## src/rtl/cache_pkg.sv

```systemverilog
package cache_pkg;
   localparam int WAYS = 2;

   typedef enum logic [1:0] {
      ST_IDLE  = 2'd0,
      ST_EVICT = 2'd1,
      ST_FILL  = 2'd2,
      ST_PASS  = 2'd3
   } cache_st_e;

   typedef enum logic [1:0] {
      CAP_NONE  = 2'd0,
      CAP_HALF  = 2'd1,
      CAP_FULL  = 2'd2,
      CAP_FULL2 = 2'd3
   } cap_code_e;
endpackage

```

## src/rtl/cache_ways.sv

```systemverilog
module cache_ways
   import cache_pkg::*;
#(
   parameter int ADDR_W = 6,
   parameter int DATA_W = 32,
   parameter int SETS   = 4,
   parameter int IDX_W  = $clog2(SETS)
) (
   input  logic                             clk,
   input  logic                             rst,
   input  logic [IDX_W-1:0]                 idx,
   input  logic [ADDR_W-1:0]                look_addr,
   input  logic                             wr_en,
   input  logic                             wr_way,
   input  logic [DATA_W-1:0]                wr_data,
   input  logic                             wr_dirty,
   output logic [WAYS-1:0]                  valid_o,
   output logic [WAYS-1:0]                  dirty_o,
   output logic [WAYS-1:0]                  hit_o,
   output logic [WAYS-1:0][ADDR_W-1:0]      tag_o,
   output logic [WAYS-1:0][DATA_W-1:0]      data_o
);
   // one bank per way; the stored tag is the full word address
   for (genvar w = 0; w < WAYS; w++) begin : g_way
      logic [SETS-1:0]   vld_q;
      logic [SETS-1:0]   drt_q;
      logic [ADDR_W-1:0] tag_mem [SETS];
      logic [DATA_W-1:0] dat_mem [SETS];
      logic              we_w;

      assign we_w = wr_en && (wr_way == 1'(w));

      always_ff @(posedge clk) begin
         if (rst) begin
            vld_q <= '0;
            drt_q <= '0;
         end else if (we_w) begin
            vld_q[idx] <= 1'b1;
            drt_q[idx] <= wr_dirty;
         end
      end

      always_ff @(posedge clk) begin
         if (we_w) begin
            tag_mem[idx] <= look_addr;
            dat_mem[idx] <= wr_data;
         end
      end

      assign valid_o[w] = vld_q[idx];
      assign dirty_o[w] = drt_q[idx];
      assign tag_o[w]   = tag_mem[idx];
      assign data_o[w]  = dat_mem[idx];
      assign hit_o[w]   = vld_q[idx] && (tag_mem[idx] == look_addr);
   end
endmodule

```

## src/rtl/cache_lru.sv

```systemverilog
module cache_lru #(
   parameter int SETS  = 4,
   parameter int IDX_W = $clog2(SETS)
) (
   input  logic             clk,
   input  logic             rst,
   input  logic [IDX_W-1:0] idx,
   input  logic             upd_en,
   input  logic             used_way,
   output logic             evict_way
);
   // per set: the way to replace next
   logic [SETS-1:0] lru_q;

   always_ff @(posedge clk) begin
      if (rst)         lru_q <= '0;
      else if (upd_en) lru_q[idx] <= ~used_way;
   end

   assign evict_way = lru_q[idx];
endmodule

```

## src/rtl/cache_ctrl.sv

```systemverilog
module cache_ctrl
   import cache_pkg::*;
#(
   parameter int ADDR_W = 6,
   parameter int DATA_W = 32
) (
   input  logic                        clk,
   input  logic                        rst,
   input  logic                        bypass,
   input  logic                        wt,
   input  logic                        cpu_req,
   input  logic                        cpu_we,
   input  logic [ADDR_W-1:0]           cpu_addr,
   input  logic [DATA_W-1:0]           cpu_wdata,
   output logic                        cpu_ready,
   output logic [DATA_W-1:0]           cpu_rdata,
   output logic                        mem_req,
   output logic                        mem_we,
   output logic [ADDR_W-1:0]           mem_addr,
   output logic [DATA_W-1:0]           mem_wdata,
   input  logic [DATA_W-1:0]           mem_rdata,
   input  logic                        mem_done,
   input  logic [WAYS-1:0]             hit,
   input  logic [WAYS-1:0]             valid,
   input  logic [WAYS-1:0]             dirty,
   input  logic [WAYS-1:0][ADDR_W-1:0] tag,
   input  logic [WAYS-1:0][DATA_W-1:0] data,
   input  logic                        evict_way,
   output logic                        wr_en,
   output logic                        wr_way,
   output logic [DATA_W-1:0]           wr_data,
   output logic                        wr_dirty,
   output logic                        lru_upd,
   output logic                        lru_way
);
   cache_st_e st_q;
   logic      vic_q;
   logic      hit_any, hit_way, vic_pick, go_pass;

   assign hit_any  = |hit;
   assign hit_way  = hit[1];
   assign vic_pick = !valid[0] ? 1'b0 : (!valid[1] ? 1'b1 : evict_way);
   assign go_pass  = bypass || (wt && cpu_we);

   always_ff @(posedge clk) begin
      if (rst) begin
         st_q  <= ST_IDLE;
         vic_q <= 1'b0;
      end else begin
         unique case (st_q)
            ST_IDLE: if (cpu_req) begin
               if (go_pass) st_q <= ST_PASS;
               else if (!hit_any) begin
                  vic_q <= vic_pick;
                  st_q  <= (!wt && valid[vic_pick] && dirty[vic_pick]) ? ST_EVICT : ST_FILL;
               end
            end
            ST_EVICT: if (mem_done) st_q <= ST_FILL;
            ST_FILL:  if (mem_done) st_q <= ST_IDLE;
            ST_PASS:  if (mem_done) st_q <= ST_IDLE;
            default:  st_q <= ST_IDLE;
         endcase
      end
   end

   always_comb begin
      cpu_ready = 1'b0;
      cpu_rdata = data[hit_way];
      mem_req   = 1'b0;
      mem_we    = 1'b0;
      mem_addr  = cpu_addr;
      mem_wdata = cpu_wdata;
      wr_en     = 1'b0;
      wr_way    = hit_way;
      wr_data   = cpu_wdata;
      wr_dirty  = 1'b0;
      lru_upd   = 1'b0;
      lru_way   = hit_way;
      unique case (st_q)
         ST_IDLE: if (cpu_req && !go_pass && hit_any) begin
            cpu_ready = 1'b1;
            lru_upd   = 1'b1;
            if (cpu_we) begin
               wr_en    = 1'b1;
               wr_dirty = 1'b1;
            end
         end
         ST_EVICT: begin
            mem_req   = 1'b1;
            mem_we    = 1'b1;
            mem_addr  = tag[vic_q];
            mem_wdata = data[vic_q];
         end
         ST_FILL: begin
            mem_req = 1'b1;
            if (mem_done) begin
               wr_en   = 1'b1;
               wr_way  = vic_q;
               wr_data = mem_rdata;
               lru_upd = 1'b1;
               lru_way = vic_q;
            end
         end
         ST_PASS: begin
            mem_req   = 1'b1;
            mem_we    = cpu_we;
            cpu_rdata = mem_rdata;
            if (mem_done) begin
               cpu_ready = 1'b1;
               if (!bypass && cpu_we && hit_any) begin
                  wr_en   = 1'b1;
                  lru_upd = 1'b1;
               end
            end
         end
         default: ;
      endcase
   end
endmodule

```

## src/rtl/cfg_assoc_cache.sv

```systemverilog
module cfg_assoc_cache
   import cache_pkg::*;
#(
   parameter int ADDR_W   = 6,
   parameter int DATA_W   = 32,
   parameter int MAX_SETS = 4
) (
   input  logic              clk,
   input  logic              rst,
   input  logic [1:0]        cfg_size,
   input  logic              cfg_wt,
   input  logic              cpu_req,
   input  logic              cpu_we,
   input  logic [ADDR_W-1:0] cpu_addr,
   input  logic [DATA_W-1:0] cpu_wdata,
   output logic              cpu_ready,
   output logic [DATA_W-1:0] cpu_rdata,
   output logic              mem_req,
   output logic              mem_we,
   output logic [ADDR_W-1:0] mem_addr,
   output logic [DATA_W-1:0] mem_wdata,
   input  logic [DATA_W-1:0] mem_rdata,
   input  logic              mem_done
);
   localparam int IDX_W = $clog2(MAX_SETS);

   if (MAX_SETS < 2 || (MAX_SETS & (MAX_SETS - 1)) != 0) begin : g_bad_sets
      $error("MAX_SETS must be a power of two, at least 2");
   end
   if (ADDR_W <= IDX_W) begin : g_bad_addr
      $error("ADDR_W must exceed the index width");
   end

   logic [1:0] size_q;
   logic       wt_q;
   logic       bypass_q;

   // configuration is captured only while reset is held
   always_ff @(posedge clk) begin
      if (rst) begin
         size_q <= cfg_size;
         wt_q   <= cfg_wt;
      end
   end

   assign bypass_q = (size_q == CAP_NONE);

   logic [IDX_W-1:0] half_mask, set_mask, idx;
   if (IDX_W == 1) begin : g_mask_one
      assign half_mask = '0;
   end else begin : g_mask_wide
      assign half_mask = {1'b0, {(IDX_W-1){1'b1}}};
   end
   assign set_mask = (size_q == CAP_HALF) ? half_mask : {IDX_W{1'b1}};
   assign idx      = cpu_addr[IDX_W-1:0] & set_mask;

   logic [WAYS-1:0]             valid, dirty, hit;
   logic [WAYS-1:0][ADDR_W-1:0] tag;
   logic [WAYS-1:0][DATA_W-1:0] data;
   logic                        wr_en, wr_way, wr_dirty, lru_upd, lru_way, evict_way;
   logic [DATA_W-1:0]           wr_data;

   cache_ways #(.ADDR_W(ADDR_W), .DATA_W(DATA_W), .SETS(MAX_SETS)) u_ways (
      .clk(clk), .rst(rst), .idx(idx), .look_addr(cpu_addr),
      .wr_en(wr_en), .wr_way(wr_way), .wr_data(wr_data), .wr_dirty(wr_dirty),
      .valid_o(valid), .dirty_o(dirty), .hit_o(hit), .tag_o(tag), .data_o(data)
   );

   cache_lru #(.SETS(MAX_SETS)) u_lru (
      .clk(clk), .rst(rst), .idx(idx), .upd_en(lru_upd), .used_way(lru_way),
      .evict_way(evict_way)
   );

   cache_ctrl #(.ADDR_W(ADDR_W), .DATA_W(DATA_W)) u_ctrl (
      .clk(clk), .rst(rst), .bypass(bypass_q), .wt(wt_q),
      .cpu_req(cpu_req), .cpu_we(cpu_we), .cpu_addr(cpu_addr), .cpu_wdata(cpu_wdata),
      .cpu_ready(cpu_ready), .cpu_rdata(cpu_rdata),
      .mem_req(mem_req), .mem_we(mem_we), .mem_addr(mem_addr), .mem_wdata(mem_wdata),
      .mem_rdata(mem_rdata), .mem_done(mem_done),
      .hit(hit), .valid(valid), .dirty(dirty), .tag(tag), .data(data), .evict_way(evict_way),
      .wr_en(wr_en), .wr_way(wr_way), .wr_data(wr_data), .wr_dirty(wr_dirty),
      .lru_upd(lru_upd), .lru_way(lru_way)
   );
endmodule

```

## config.mk

```make
export PLATFORM = sky130hd
export DESIGN_NAME = cfg_assoc_cache
export DESIGN_NICKNAME = d
export VERILOG_FILES = /design/src/rtl/cache_pkg.sv /design/src/rtl/cache_ways.sv /design/src/rtl/cache_lru.sv /design/src/rtl/cache_ctrl.sv /design/src/rtl/cfg_assoc_cache.sv
export SDC_FILE = /design/constraint.sdc
export NUM_CORES = 1
export LEC_CHECK = 0
export ABC_AREA = 1
export CELL_PAD_IN_SITES_DETAIL_PLACEMENT = 1
export CELL_PAD_IN_SITES_GLOBAL_PLACEMENT = 1
export CORE_MARGIN = 2
export CORE_UTILIZATION = 40
export CTS_BUF_LIST = sky130_fd_sc_hd__clkbuf_8 sky130_fd_sc_hd__clkbuf_16
export DETAILED_ROUTE_END_ITERATION = 8
export GPL_TIMING_DRIVEN = 0
export PLACE_DENSITY = 0.76
export SLEW_MARGIN = 30
export SYNTH_ARGS = -nofsm -noshare
export SYNTH_HDL_FRONTEND = slang
export SYNTH_SLANG_ARGS = --single-unit
export TNS_END_PERCENT = 30
```

## constraint.sdc

```tcl
create_clock -name clk -period 4.9 [get_ports clk]
set_input_delay 0.735 -clock clk [delete_from_list [all_inputs] [get_ports clk]]
set_output_delay 0.735 -clock clk [all_outputs]
set_load 0.05 [all_outputs]
```

Word level (Yosys, flattened, before mapping)
Memories as Yosys holds them, arrays and structs flattened.
Index checks and enable logic that the tools add are counted.
{"block": "word_totals", "mem_bits_rw": 304, "n_memories": 4, "input_bits": 78, "regBits": 26}
{"block": "classes", "bitwise_logic": 6, "reduce_logical": 23, "order_cmp": 5, "eq_ne": 10, "muxes": 58}
{"memory": "u_ways.g_way[0].dat_mem", "words": 4, "width": 32, "read_ports": 1, "rd_clocked_by_memory_dff": 0, "wr": 1, "line_no": "cache_ways.sv:28", "source": "logic [DATA_W-1:0] dat_mem [SETS];"}
{"memory": "u_ways.g_way[1].dat_mem", "words": 4, "width": 32, "read_ports": 1, "rd_clocked_by_memory_dff": 0, "wr": 1, "line_no": "cache_ways.sv:28"}
{"memory": "u_ways.g_way[0].tag_mem", "words": 4, "width": 6, "read_ports": 1, "rd_clocked_by_memory_dff": 0, "wr": 1, "line_no": "cache_ways.sv:27", "source": "logic [ADDR_W-1:0] tag_mem [SETS];"}
{"memory": "u_ways.g_way[1].tag_mem", "words": 4, "width": 6, "read_ports": 1, "rd_clocked_by_memory_dff": 0, "wr": 1, "line_no": "cache_ways.sv:27"}
{"operator": "32-bit two-way mux", "count": 8}
{"operator": "1-bit two-way mux", "count": 26}
{"operator": "6-bit two-way mux", "count": 3}
{"operator": "2-bit two-way mux", "count": 7}
{"operator": "4-bit bitwise mux", "count": 3}
{"operator": "6-bit == test", "count": 2}
{"operator": "1-bit logical AND", "count": 12}
{"operator": "1-bit binary-select mux with 2-bit select", "count": 5}
{"operator": "4-bit OR", "count": 2}
{"operator": "4-bit AND reduction", "count": 2}
{"operator": "1-bit by 2-bit less-than comparator with 1-bit output (second input constant)", "count": 3}
{"operator": "1-bit one-hot mux with 3 select lines", "count": 2}
{"operator": "2-bit one-hot mux with 3 select lines", "count": 1}
{"operator": "2-bit by 1-bit == test with 1-bit output (second input constant)", "count": 2}
{"operator": "2-bit == test (second input constant)", "count": 2}
{"operator": "2-bit zero test", "count": 2}
{"operator": "2-bit inequality test (second input constant)", "count": 2}
{"operator": "1-bit one-hot mux with 2 select lines", "count": 2}
{"operator": "2-bit OR reduction", "count": 2}
{"operator": "1-bit zero test", "count": 3}
{"operator": "2-bit by 3-bit less-than comparator with 1-bit output (second input constant)", "count": 1}
{"operator": "3-bit inequality test (second input constant)", "count": 1}
{"operator": "1-bit NOT", "count": 3}
{"operator": "3-bit OR reduction", "count": 1}
{"operator": "5 further kinds", "count": 5}

Logic depth before layout (Yosys ltp)
{"block": "depth", "word_depth": 16, "depth_mapped": 19, "ltp_nobuf": 17}

By module
From an unflattened synthesis, not the netlist that was laid out.
{"block": "hier_totals", "hier_cells": 1377, "hier_area_um2": 14582.7}
{"module": "cache_ways", "area_per_inst_um2": 12055.3, "seq_area_each_um2": 9449.1, "instances": 1, "cells_each": 880}
{"module": "cache_ctrl", "area_per_inst_um2": 2192.1, "seq_area_each_um2": 60.1, "instances": 1, "cells_each": 452}
{"module": "cache_lru", "area_per_inst_um2": 225.2, "seq_area_each_um2": 80.1, "instances": 1, "cells_each": 38}
{"module": "cfg_assoc_cache", "area_per_inst_um2": 110.1, "seq_area_each_um2": 90.1, "instances": 1, "cells_each": 7}

Least setup slack after synthesis
OpenSTA, ideal clock, no wires.
{"block": "synth_timing", "kind": "input to output", "start": "in cpu_addr[0]", "end": "out mem_wdata[25]", "arrival_time_ns": 3.136, "required_time_ns": 4.165, "cell_stages": 10, "n_path_buf": 5, "slack_ns": 1.029, "path_cell_list": "buf_4 > buf_6 > buf_4 > nor2_1 > buf_2 > buf_2 > nand2_1 > nand4_1 > nor2_1 > o21ai_0"}
{"block": "synth_between", "elab_chain_len": 5}
{"element": "start, declared", "line_no": "cfg_assoc_cache.sv:14", "source": "input logic [ADDR_W-1:0] cpu_addr,"}
{"element": "2-bit AND (*)", "line_no": "cfg_assoc_cache.sv:55", "source": "assign idx = cpu_addr[IDX_W-1:0] & set_mask;"}
{"element": "memory 4 x 32 bit"}
{"element": "32-bit two-way mux (not written as such) (*) (2 in series)", "line_no": "cache_ctrl.sv:92", "source": "mem_wdata = data[vic_q];"}
{"element": "32-bit two-way mux (*)", "line_no": "cache_ctrl.sv:79", "source": "unique case (st_q)"}
{"element": "end, declared", "line_no": "cfg_assoc_cache.sv:21", "source": "output logic [DATA_W-1:0] mem_wdata,"}
Every way passes the cells marked *; elsewhere a longest branch is shown, timed or not. The select of a mux whose other input is x is not followed.

Worst setup path in the final report
{"block": "layout_timing", "start": "in cpu_addr[1]", "end": "out cpu_rdata[30]"}
{"block": "layout_between", "elab_chain_len": 7}
{"element": "2-bit AND", "line_no": "cfg_assoc_cache.sv:55"}
{"element": "memory 4 x 6 bit / 1-bit binary-select mux with 2-bit select (equally long branches)"}
{"element": "6-bit == test / 1-bit two-way mux (equally long branches)", "line_no": "cache_ways.sv:54", "source": "assign hit_o[w] = vld_q[idx] && (tag_mem[idx] == look_addr);"}
{"element": "1-bit logical AND", "line_no": "cache_ways.sv:54"}
{"element": "32-bit two-way mux (not written as such) (*) (2 in series)", "line_no": "cache_ctrl.sv:68", "source": "cpu_rdata = data[hit_way];"}
{"element": "32-bit two-way mux (*)", "line_no": "cache_ctrl.sv:79"}
{"element": "end, declared", "line_no": "cfg_assoc_cache.sv:17", "source": "output logic [DATA_W-1:0] cpu_rdata,"}
Marked as above.

==> results.sh <==
export IMPL_hold_buffers=0
export IMPL_yosysSeqAreaShare=0.6641
export IMPL_final_setup_viol_count=1
export IMPL_clk_pin_slew_ns=0.06
export IMPL_hold_violations=0
export IMPL_tns_ns=-0.003328
export IMPL_clk_latency_ns=0.54
export IMPL_synth_nets=1448
export IMPL_drt_wirelength_per_cell_microns=25.56
export IMPL_pin_count=151
export IMPL_report_final_slew_viol_count=0
export IMPL_ys_flop_type="edfxtp_1"
export IMPL_worst_pin_slew_ns=1.082
export IMPL_drtIter0Drc=1111
export IMPL_overflow=0
export IMPL_vias=11960
export IMPL_syn_instance_count=1366
export IMPL_final_area_sq_mm=0.01775
export IMPL_nNetsFinal=1642
export IMPL_ant_nets=0
export IMPL_ys_warn_count=0
export IMPL_syn_area_sq_mm=0.01458
export IMPL_synth_top_family_by_area="simple AND/OR/NAND/NOR gates"
export IMPL_fin_skew_ns=0.02853
export IMPL_setup_ws_ns=-0.003328
export IMPL_area_delta_synth_final_pct=21.75
export IMPL_start_util=0.4078
export IMPL_cts_sinks=330
export IMPL_crit_required_ns=4.16
export IMPL_synth_edf_count=307
export IMPL_max_freq_mhz=203.9
export IMPL_dp_hpwl_microns=33710
export IMPL_hold_depth=2
export IMPL_die_w_microns=194.9
export IMPL_numPortBuffers=150
export IMPL_reg2reg_to="u_ways.g_way[0].dat_mem[2][2]"
export IMPL_async_reset_ff_frac=0
export IMPL_worst_ep_arrival_time_ns=4.17
export IMPL_cts_tree="built"
export IMPL_cp_max_fo=12
export IMPL_grt_pass1_wl_microns=77530
export IMPL_critPathKind="in -> out"
export IMPL_die_area_sq_mm=0.03798
export IMPL_synth_xor_area_frac=0
export IMPL_synth_area_leaders="edfxtp_1 63%, nand2_1 9.4%, o21ai_0 4.8%"
export IMPL_layout_common_cells="366 x nand2_1, 307 x edfxtp_1, 135 x o21ai_0"
export IMPL_gr_usage_all_layers=0.2743
export IMPL_rsz0062_at_grt="yes"
export IMPL_synth_compound_area_share=0.1286
export IMPL_r2r_slack_ns=1.42
export IMPL_diodes=0
export IMPL_htree_levels=2
export IMPL_cp_slowest_cell="dlygate4sd2_1"
export IMPL_placed_area_sq_mm=0.01681
export IMPL_postSynthRegisterBits=330
export IMPL_synth_top_cell_area_share=0.6325
export IMPL_finalCriticalPeriod_ns=4.903
export IMPL_via_per_inst=5.847
export IMPL_drv_cap=0
export IMPL_worstHoldStart="u_ways.g_way[1].vld_q[2]"
export IMPL_min_to="u_ways.g_way[1].vld_q[2]"
export IMPL_p_leak_nw=6.904
export IMPL_yosys_area_share_adder=0.003434
export IMPL_grt_max_degree=39
export IMPL_critical_path_max_stage_delay_ns=0.47
export IMPL_crit_top_cell="nor2_1"
export IMPL_grt_pass1_vias=12640
export IMPL_rows=69
export IMPL_avgSynthCellArea_sq_um=10.67
export IMPL_status="finished, violations left"
export IMPL_powerDensity_mw_per_mm2=475.4
export IMPL_peakVddDrop_v=0.0002773
export IMPL_yosysTopAreaCell="edfxtp_1"
export IMPL_min_delay_path_class="reg -> reg"
export IMPL_end_kind="primary output"
export IMPL_grt_antenna_before_repair=0
export IMPL_cts_inserted_buffers=36
export IMPL_rr_startpoint="size_q[1]"
export IMPL_slew_headroom=0.2710
export IMPL_drive_gt1_frac=0.1155
export IMPL_gp_congestion=0.8313
export IMPL_path_cells="dlygate4sd2_1 -> inv_2 -> a21oi_4 -> buf_6 -> nor2_1 -> nor2_1 -> nand3_1 -> nor2_1 -> nand3_2 -> inv_1 -> clkbuf_2 -> nor2_1 -> o22ai_1 -> clkdlybuf4s15_2"
export IMPL_violations="setup timing"
export IMPL_critPathLaunchType="input pin"
export IMPL_yosys_area_share_simple=0.1513
export IMPL_cts_buffer_depth=3
export IMPL_final_common_cell="nand2_1"
export IMPL_wl_microns=52270
export IMPL_core_sq_mm=0.03574
export IMPL_worstRegToRegCells=14
export IMPL_finalCritPeriodShare=1.001
export IMPL_drcViolationCount=0
export IMPL_cts_root_buffer="clkbuf_16"
export IMPL_first_pass_iters=7
export IMPL_synth_distinct_cells=35
export IMPL_synth_area_mux_share=0
export IMPL_die_height_microns=194.9
[worst max-delay path by stage]
stage	startpoint	end	slack [ns]	cells past startpoint
6_report	cpu_addr[1]	cpu_rdata[30]	-0.003	14
5_1_grt	cpu_addr[0]	cpu_rdata[30]	-0.14	14
4_1_cts	cpu_addr[0]	mem_wdata[8]	0.004	12
3_5_place_dp	cpu_addr[0]	cpu_rdata[28]	-1.18	15
3_3_place_gp	cpu_addr[0]	cpu_rdata[24]	-1.07	15
2_1_floorplan	cpu_addr[0]	mem_wdata[25]	1.03	10
[cell usage after synthesis (all sizes together) (2+ instances only)]
cell	count
a21oi	26
a22oi	94
buf	30
clkbuf	49
dfxtp	23
edfxtp	307
ha	4
inv	104
nand2	368
nand3	52
nand4	16
nor2	97
nor3	4
o211ai	2
o21a	2
o21ai	147
o22ai	35
[where the power goes]
group | internal, mW | switching (mW)
clock network | 1.47 | 1.14
registers | 3.33 | 0.0327
logic | 0.537 | 1.93
total | 5.33 | 3.10
[state kept, by name (all words and copies together) (netlist names)]
register and flops:
size_q 2, u_ctrl.st_q 2, u_ctrl.vic_q 1, u_lru.lru_q 4, u_ways.g_way.dat_mem 256, u_ways.g_way.drt_q 8
u_ways.g_way.tag_mem 48, u_ways.g_way.vld_q 8, wt_q 1
[timing repair]
action / CTS / global route
gates cloned: 0 / 0
resized for setup: 106 / 99
endpoints found under the hold margin: 0 / 0
setup buffers: 0 / 0
endpoints found under the setup margin: 65 / 49
[worst max-delay path: cells and delay by family]
kind	cells	cell delay (ns)
buf+inv	6	1.95
compound gates	2	0.57
simple gates	6	0.89
[per-layer routing]
metal	part of all wire	global-route usage
met1	0.40	0.3550
met5	0	0
met2	0.49	0.4607
met4	0.038	0.1187
met3	0.078	0.03991
[through the flow]
stage	setup WS (ns)	utilization	total power, mW	hold slack [ns]	std cells
5_1_grt	-0.1450	0.4965	8.672	0.4950	2045
6_report	-0.003328	0.4965	8.437	0.4580	2045
4_1_cts	0.004092	0.5009	8.446	0.4563	2045
3_3_place_gp	-1.066	0.4659	5.913	0.4414	1977
2_1_floorplan	1.029	-	4.921	0.4242	1366
3_5_place_dp	-1.176	0.4703	5.980	0.4464	1983
[logic make-up after synthesis]
family,count (synthesis)
AND/OR/NAND/NOR,537
adder cells (fa/ha/maj),4
flip-flops,330
AO/OA/AOI/OAI,311
buffers and inverters,184
[cell type report]
type                       instances  area (sq um)
buffer                            79         396.6
clock inverter                    23         176.4
tap                              461         576.8
fill                            3963         18000
timing repair buffer             156          1414
inverter                         105         414.1
clock buffer                      39         953.4
multi-input combinational        852          4135
sequential                       330          9679
No activity file was read; power rests on OpenSTA's default activity.
